$ cat src/rtl/pig_pkg.sv
package pig_pkg;
    localparam int CNT_W     = 15;  // free-running tick counter width
    localparam int RATE_W    = 4;   // rate code width
    localparam int ALIAS_MAX = 2;   // highest code that is remapped
    localparam int ALIAS_ADD = 7;   // offset added to remapped codes

    typedef enum logic [1:0] {
        ST_IDLE  = 2'd0,
        ST_WAIT  = 2'd1,
        ST_PULSE = 2'd2
    } pig_state_e;
endpackage

$ cat src/rtl/pig_timebase.sv
module pig_timebase #(
    parameter int CW = pig_pkg::CNT_W
) (
    input  logic          clk,
    input  logic          rst_n,
    input  logic          tick_i,
    output logic [CW-1:0] count_o
);
    always_ff @(posedge clk or negedge rst_n) begin
        if (!rst_n)
            count_o <= '0;
        else if (tick_i)
            count_o <= count_o + 1'b1;
    end

    AST_COUNT_STEP: assert property (@(posedge clk) disable iff (!rst_n)
        tick_i |=> count_o == $past(count_o) + 1'b1)
        else $error("counter did not step on tick");
    AST_COUNT_HOLD: assert property (@(posedge clk) disable iff (!rst_n)
        !tick_i |=> $stable(count_o))
        else $error("counter moved without tick");
endmodule

$ cat src/rtl/pig_rate_decode.sv
module pig_rate_decode #(
    parameter int CW = pig_pkg::CNT_W,
    parameter int RW = pig_pkg::RATE_W
) (
    input  logic [RW-1:0] rate_code_i,
    input  logic [CW-1:0] count_i,
    output logic          code_ok_o,
    output logic          aligned_o
);
    localparam logic [RW-1:0] AMAX = RW'(pig_pkg::ALIAS_MAX);
    localparam logic [RW-1:0] AADD = RW'(pig_pkg::ALIAS_ADD);

    logic [RW-1:0] eff_code;
    logic [RW-1:0] shift_amt;
    logic [CW-1:0] low_mask;

    always_comb begin
        if (rate_code_i != '0 && rate_code_i <= AMAX)
            eff_code = rate_code_i + AADD;
        else
            eff_code = rate_code_i;
        shift_amt = (eff_code == '0) ? '0 : eff_code - 1'b1;
    end

    for (genvar b = 0; b < CW; b++) begin : g_mask
        assign low_mask[b] = (32'(shift_amt) > b);
    end

    assign code_ok_o = (rate_code_i != '0);
    assign aligned_o = ((count_i & low_mask) == '0);
endmodule

$ cat src/rtl/pig_fsm.sv
module pig_fsm
    import pig_pkg::*;
(
    input  logic clk,
    input  logic rst_n,
    input  logic tick_i,
    input  logic code_ok_i,
    input  logic aligned_i,
    input  logic pie_en_i,
    input  logic sqw_en_i,
    output logic flag_set_o,
    output logic sqw_pulse_o
);
    pig_state_e state, nxt;
    logic active, evt;

    assign active = code_ok_i && (pie_en_i || sqw_en_i);
    assign evt    = tick_i && active && aligned_i;

    always_comb begin
        nxt = state;
        unique case (state)
            ST_IDLE: begin
                if (evt && sqw_en_i)  nxt = ST_PULSE;   // fire
                else if (active)      nxt = ST_WAIT;    // arm
            end
            ST_WAIT: begin
                if (evt && sqw_en_i)  nxt = ST_PULSE;   // fire
                else if (!active)     nxt = ST_IDLE;    // disarm
            end
            ST_PULSE: begin
                if (evt && sqw_en_i)          nxt = ST_PULSE;                    // fire
                else if (tick_i || !sqw_en_i) nxt = active ? ST_WAIT : ST_IDLE;  // expire
            end
            default: nxt = ST_IDLE;
        endcase
    end

    always_ff @(posedge clk or negedge rst_n) begin
        if (!rst_n) state <= ST_IDLE;
        else        state <= nxt;
    end

    always_ff @(posedge clk or negedge rst_n) begin
        if (!rst_n) flag_set_o <= 1'b0;
        else        flag_set_o <= evt && pie_en_i;
    end

    assign sqw_pulse_o = (state == ST_PULSE);

    AST_FLAG_ONE_CLK: assert property (@(posedge clk) disable iff (!rst_n)
        flag_set_o |=> !flag_set_o)
        else $error("flag strobe longer than one clock");
    AST_FLAG_NEEDS_PIE: assert property (@(posedge clk) disable iff (!rst_n)
        $rose(flag_set_o) |-> $past(pie_en_i) && $past(tick_i))
        else $error("flag strobe without enable and tick");
    AST_PULSE_ENDS_ON_TICK: assert property (@(posedge clk) disable iff (!rst_n)
        (state == ST_PULSE && tick_i) |=> state != ST_PULSE)
        else $error("pulse outlived its tick");
    AST_PULSE_NEEDS_SQW: assert property (@(posedge clk) disable iff (!rst_n)
        $rose(sqw_pulse_o) |-> $past(sqw_en_i))
        else $error("pulse without square-wave enable");
endmodule

$ cat src/rtl/periodic_irq_gen.sv
module periodic_irq_gen #(
    parameter int CW = pig_pkg::CNT_W,
    parameter int RW = pig_pkg::RATE_W
) (
    input  logic          clk,
    input  logic          rst_n,
    input  logic          tick_i,
    input  logic [RW-1:0] rate_code_i,
    input  logic          pie_en_i,
    input  logic          sqw_en_i,
    output logic          flag_set_o,
    output logic          sqw_pulse_o
);
    logic [CW-1:0] count;
    logic          code_ok, aligned;

    pig_timebase #(.CW(CW)) u_tb (
        .clk(clk), .rst_n(rst_n), .tick_i(tick_i), .count_o(count)
    );

    pig_rate_decode #(.CW(CW), .RW(RW)) u_dec (
        .rate_code_i(rate_code_i), .count_i(count),
        .code_ok_o(code_ok), .aligned_o(aligned)
    );

    pig_fsm u_fsm (
        .clk(clk), .rst_n(rst_n), .tick_i(tick_i),
        .code_ok_i(code_ok), .aligned_i(aligned),
        .pie_en_i(pie_en_i), .sqw_en_i(sqw_en_i),
        .flag_set_o(flag_set_o), .sqw_pulse_o(sqw_pulse_o)
    );

    AST_CODE0_SILENT: assert property (@(posedge clk) disable iff (!rst_n)
        (tick_i && rate_code_i == '0) |=> !flag_set_o && !$rose(sqw_pulse_o))
        else $error("event with rate code zero");
    AST_DISABLED_SILENT: assert property (@(posedge clk) disable iff (!rst_n)
        (!pie_en_i && !sqw_en_i) |=> !flag_set_o && !$rose(sqw_pulse_o))
        else $error("event with both enables low");
endmodule

$ cat config.mk
export PLATFORM = sky130hd
export DESIGN_NAME = periodic_irq_gen
export DESIGN_NICKNAME = d
export VERILOG_FILES = /design/src/rtl/pig_pkg.sv /design/src/rtl/pig_timebase.sv /design/src/rtl/pig_rate_decode.sv /design/src/rtl/pig_fsm.sv /design/src/rtl/periodic_irq_gen.sv
export SDC_FILE = /design/constraint.sdc
export NUM_CORES = 1
export LEC_CHECK = 0
export BUFFER_PORTS_ARGS = -buffer_cell sky130_fd_sc_hd__clkbuf_2
export CAP_MARGIN = 20
export CORE_UTILIZATION = 49
export CTS_CLUSTER_SIZE = 40
export DETAILED_ROUTE_END_ITERATION = 7
export PLACE_DENSITY = 0.69
export SYNTH_ARGS = -nofsm -noshare
export SYNTH_HDL_FRONTEND = slang
export SYNTH_HIERARCHICAL = 1
export SYNTH_SLANG_ARGS = --single-unit
$ cat constraint.sdc
create_clock -name clk -period 4.4 [get_ports clk]
set_input_delay 0.44 -clock clk [delete_from_list [all_inputs] [get_ports clk]]
set_output_delay 0.44 -clock clk [all_outputs]
set_load 0.02 [all_outputs]
==> impl_results.html <==
<table>
<tr><th>Metric</th><th>Value</th></tr>
<tr><th colspan="2">Run status</th></tr>
<tr><td>Status</td><td>finished clean</td></tr>
<tr><th colspan="2">Clock network</th></tr>
<tr><td>H-tree depth</td><td>1</td></tr>
<tr><td>TritonCTS Sinks</td><td>18</td></tr>
<tr><td>Number of clock buffers inserted by TritonCTS</td><td>3</td></tr>
<tr><td>Post-CTS setup-driven buffer insertion count</td><td>0</td></tr>
<tr><td>CTS clock-pin slew for the worst setup and hold paths</td><td>0.10 ns</td></tr>
<tr><td>Clock latency of the later-clocked register in the worst-skew pair</td><td>0.29 ns</td></tr>
<tr><td>Post-cts hold buffer count</td><td>0</td></tr>
<tr><td>Clock root buffer</td><td>sky130_fd_sc_hd__clkbuf_4</td></tr>
<tr><td>Number of gates resized after CTS</td><td>0</td></tr>
<tr><td>Clock tree from TritonCTS</td><td>built</td></tr>
<tr><td>Maximum count of clock buffers along a single path</td><td>2</td></tr>
<tr><th colspan="2">Worst setup path</th></tr>
<tr><td>Startpoint class of the critical path</td><td>primary input</td></tr>
<tr><td>Kind of critical path</td><td>in2reg</td></tr>
<tr><td>Data arrival time of the critical path</td><td>3.97 ns</td></tr>
<tr><td>Critical R2R Launch</td><td>u_tb/count_o[0]</td></tr>
<tr><td>Crit path required time</td><td>4.60 ns</td></tr>
<tr><td>Endpoint of the most critical register-to-register path</td><td>u_fsm/state[1]</td></tr>
<tr><td>Setup crit end kind</td><td>flip-flop</td></tr>
<tr><td>Worst reg-to-reg setup slack</td><td>2.37 ns</td></tr>
<tr><td>Count of cells along the worst register-to-register path</td><td>5</td></tr>
<tr><td>Highest net fanout along the worst path</td><td>7</td></tr>
<tr><th colspan="2">STA</th></tr>
<tr><td>Worst max-slew margin expressed relative to the limit</td><td>60.1%</td></tr>
<tr><td>Worst Max-Slew Pin Slew</td><td>0.596 ns</td></tr>
<tr><td>Count of endpoints failing hold in the final timing report</td><td>0</td></tr>
<tr><td>Portion of the clock cycle consumed by the worst path in the final layout</td><td>85.8%</td></tr>
<tr><td>Post-route minimum period</td><td>roughly 3.8 ns</td></tr>
<tr><td>RSZ-0062 raised after global routing</td><td>false</td></tr>
<tr><td>Post-Route Skew</td><td>~0.0023 ns</td></tr>
<tr><td>Setup_tns</td><td>0 ns</td></tr>
<tr><td>Count of endpoints failing setup in the final report</td><td>0</td></tr>
<tr><td>Maximum operating frequency</td><td>265 MHz</td></tr>
<tr><td>Max Slew Vio Count</td><td>0</td></tr>
<tr><th colspan="2">Yosys</th></tr>
<tr><td>Synth Instances</td><td>about 160</td></tr>
<tr><td>Post-synthesis cell area</td><td>around 1400 µm²</td></tr>
<tr><td>Async S/R FF share, synth</td><td>100%</td></tr>
<tr><td>Syn Nets</td><td>171</td></tr>
<tr><td>Yosys warning total</td><td>6</td></tr>
<tr><td>Number of library cell types mapped by synthesis</td><td>48</td></tr>
<tr><td>Post-synthesis sequential area ratio</td><td>31.9%</td></tr>
<tr><td>Number of enable flip-flop cells after synthesis</td><td>0</td></tr>
<tr><td>Flip-flop and latch count after synthesis</td><td>18</td></tr>
<tr><td>Post-Synthesis Mean Instance Area</td><td>9.11 µm²</td></tr>
<tr><td>Flip-flop cell with the highest count after synthesis</td><td>sky130_fd_sc_hd__dfrtp_1</td></tr>
<tr><th colspan="2">Cells and area</th></tr>
<tr><td>Nets</td><td>185</td></tr>
<tr><td>Number of antenna repair diodes</td><td>0</td></tr>
<tr><td>Leading cell type in the layout, fill and taps excluded</td><td>sky130_fd_sc_hd__nand2_1</td></tr>
<tr><td>Area Overhead vs Synth</td><td>8.51%</td></tr>
<tr><td>Ratio of cells with drive above 1 in the final layout</td><td>between 20% and 30%</td></tr>
<tr><td>Leading cell types in the layout, fill and taps excluded</td><td>20 x sky130_fd_sc_hd__nand2_1, 18 x sky130_fd_sc_hd__dfrtp_1, 15 x sky130_fd_sc_hd__nor2_1</td></tr>
<tr><td>Post-route cell area</td><td>1530 µm²</td></tr>
<tr><td>Number of standard cells in the layout, taps in and fillers out</td><td>199</td></tr>
<tr><th colspan="2">Floorplan</th></tr>
<tr><td>Core Footprint</td><td>2730 µm²</td></tr>
<tr><td>Horiz. Die Dim</td><td>between 50 and 60 µm</td></tr>
<tr><td>Num ports</td><td>11</td></tr>
<tr><td>Initial core utilization</td><td>51.6%</td></tr>
<tr><td>Die extent in y</td><td>55.7 µm</td></tr>
<tr><td>Std cell rows</td><td>19</td></tr>
<tr><td>Die Footprint</td><td>approximately 3100 µm²</td></tr>
<tr><th colspan="2">Placement</th></tr>
<tr><td>DP Area</td><td>1500 µm²</td></tr>
<tr><td>Detailed placer's ending HPWL</td><td>2270 µm</td></tr>
<tr><td>Number of buffers added on ports</td><td>10</td></tr>
<tr><td>Total placed cells including tap cells</td><td>around 200</td></tr>
<tr><td>Routability congestion estimate</td><td>around 0.9</td></tr>
<tr><th colspan="2">Global route</th></tr>
<tr><td>Initial antenna violation count</td><td>0</td></tr>
<tr><td>First-pass GRT wire length</td><td>5130 µm</td></tr>
<tr><td>Global routing usage summed across all routing layers</td><td>20.6%</td></tr>
<tr><td>Vias in the first global route</td><td>1114</td></tr>
<tr><td>Largest net degree at the start of global routing</td><td>19</td></tr>
<tr><td>Global-route congestion overflow total</td><td>0</td></tr>
<tr><th colspan="2">Routing</th></tr>
<tr><td>Total via count after detailed routing</td><td>1241</td></tr>
<tr><td>DRT iter0 DRCs</td><td>93</td></tr>
<tr><td>Remaining routing DRC violations</td><td>0</td></tr>
<tr><td>Detail-routed via count per cell</td><td>between 6 and 7</td></tr>
<tr><td>Final wirelength</td><td>2980 µm</td></tr>
<tr><td>Routed WL per cell</td><td>~15 µm</td></tr>
<tr><td>DRT Pass-1 Iters</td><td>4</td></tr>
<tr><td>Number of antenna-violating nets in the routed design</td><td>0</td></tr>
<tr><th colspan="2">Power</th></tr>
<tr><td>Leakage dissipation</td><td>0.000661 µW</td></tr>
<tr><td>Power density normalized to cell area</td><td>approximately 360 nW/µm²</td></tr>
<tr><td>Peak VDD IR</td><td>0.000286 V</td></tr>
<tr><th colspan="2">Job</th></tr>
<tr><td>Count of maximum capacitance violations</td><td>0</td></tr>
<tr><th colspan="2">Hold path</th></tr>
<tr><td>Worst min path class</td><td>in2async</td></tr>
</table>
cells by family after synthesis:
| kind of cell | Yosys count | synth area share [%] |
|---|---|---|
| compound gates | 32 | 17.6 |
| xor+xnor | 14 | 8.69 |
| fa+ha+maj | 7 | 6.21 |
| buf+inv | 9 | 3.01 |
| flops | 18 | 31.9 |
| mux | 6 | 4.88 |
| simple gates | 69 | 27.7 |
synth_stat cells, drive strengths merged, types with 5 or more instances:
| cell type | instances | area, µm² |
|---|---|---|
| xor2 | 5 | 43.8 |
| nand4 | 6 | 50.0 |
| nand3 | 8 | 45.0 |
| nor3 | 7 | 51.3 |
| a31oi | 5 | 31.3 |
| o21ai | 5 | 28.8 |
| a21oi | 5 | 25.0 |
| inv | 6 | 22.5 |
| nor2 | 15 | 56.3 |
| dfrtp | 18 | 450 |
| nand2 | 20 | 75.1 |
| ha | 7 | 87.6 |
| xnor2 | 9 | 78.8 |
layer usage:
| layer | vias to the layer above | global-route usage [%] | part of all wire [%] |
|---|---|---|---|
| li1 | 602 | - | - |
| met1 | 592 | 28.7 | 48 |
| met2 | 36 | 34.1 | 47 |
| met3 | 11 | 2.09 | 3.4 |
| met4 | 0 | 6.43 | 1.9 |
| met5 | - | 0 | 0 |
sequential cells by signal (all words and copies together) (netlist names):
| register | cells |
|---|---|
| u_tb/count_o | 15 |
| u_fsm/flag_set_o | 1 |
| u_fsm/state | 2 |
final cells by class:
type | count | area [µm²]
well taps | 31 | 38.8
clock buffers | 4 | 36.3
repair buffers | 12 | 65.1
inverters | 6 | 22.5
fillers | 241 | 1200
multi-input cells | 128 | 918
flip-flops and latches | 18 | 450
stage by stage:
step,power (µW),hold slack [ns],utilization (%),worst slack [ns]
after global routing,588,0.104,56.0,0.396
after floorplan,394,0.144,-,0.805
after global placement,440,0.402,54.7,0.541
after CTS,550,0.0841,56.0,0.704
final,548,0.0764,56.0,0.627
after detailed placement,447,0.413,54.7,0.397
report_power, final:
part           switching, µW  internal (µW)
logic                    103           88.8
registers               54.7            200
clock network           50.6           50.5
worst max path at each step:
stage / start / to / slack [ns] / cells after the start
floorplan: rate_code_i[0] / u_fsm/state[1] / 0.80 / 15
global placement: rate_code_i[0] / u_fsm/state[1] / 0.54 / 16
detailed placement: rate_code_i[0] / u_fsm/state[1] / 0.40 / 16
CTS: rate_code_i[0] / u_fsm/state[1] / 0.70 / 17
global route: rate_code_i[0] / u_fsm/state[1] / 0.40 / 17
finish: rate_code_i[0] / u_fsm/state[1] / 0.63 / 17
critical path: stages:
cell and delay [ns]:
sky130_fd_sc_hd__clkbuf_2 0.17, sky130_fd_sc_hd__inv_1 0.13, sky130_fd_sc_hd__ha_1 0.28, sky130_fd_sc_hd__nor3_1 0.27, sky130_fd_sc_hd__buf_4 0.17, sky130_fd_sc_hd__nand2_1 0.05, sky130_fd_sc_hd__nand2_1 0.06, sky130_fd_sc_hd__o21ai_0 0.14
sky130_fd_sc_hd__ha_1 0.43, sky130_fd_sc_hd__nor2_1 0.16, sky130_fd_sc_hd__o31ai_1 0.26, sky130_fd_sc_hd__a31oi_1 0.06, sky130_fd_sc_hd__or4_1 0.41, sky130_fd_sc_hd__o31a_1 0.30, sky130_fd_sc_hd__nor4_2 0.23, sky130_fd_sc_hd__nand3_1 0.13
sky130_fd_sc_hd__a221oi_1 0.27
No activity file was read; power rests on OpenSTA's default activity.
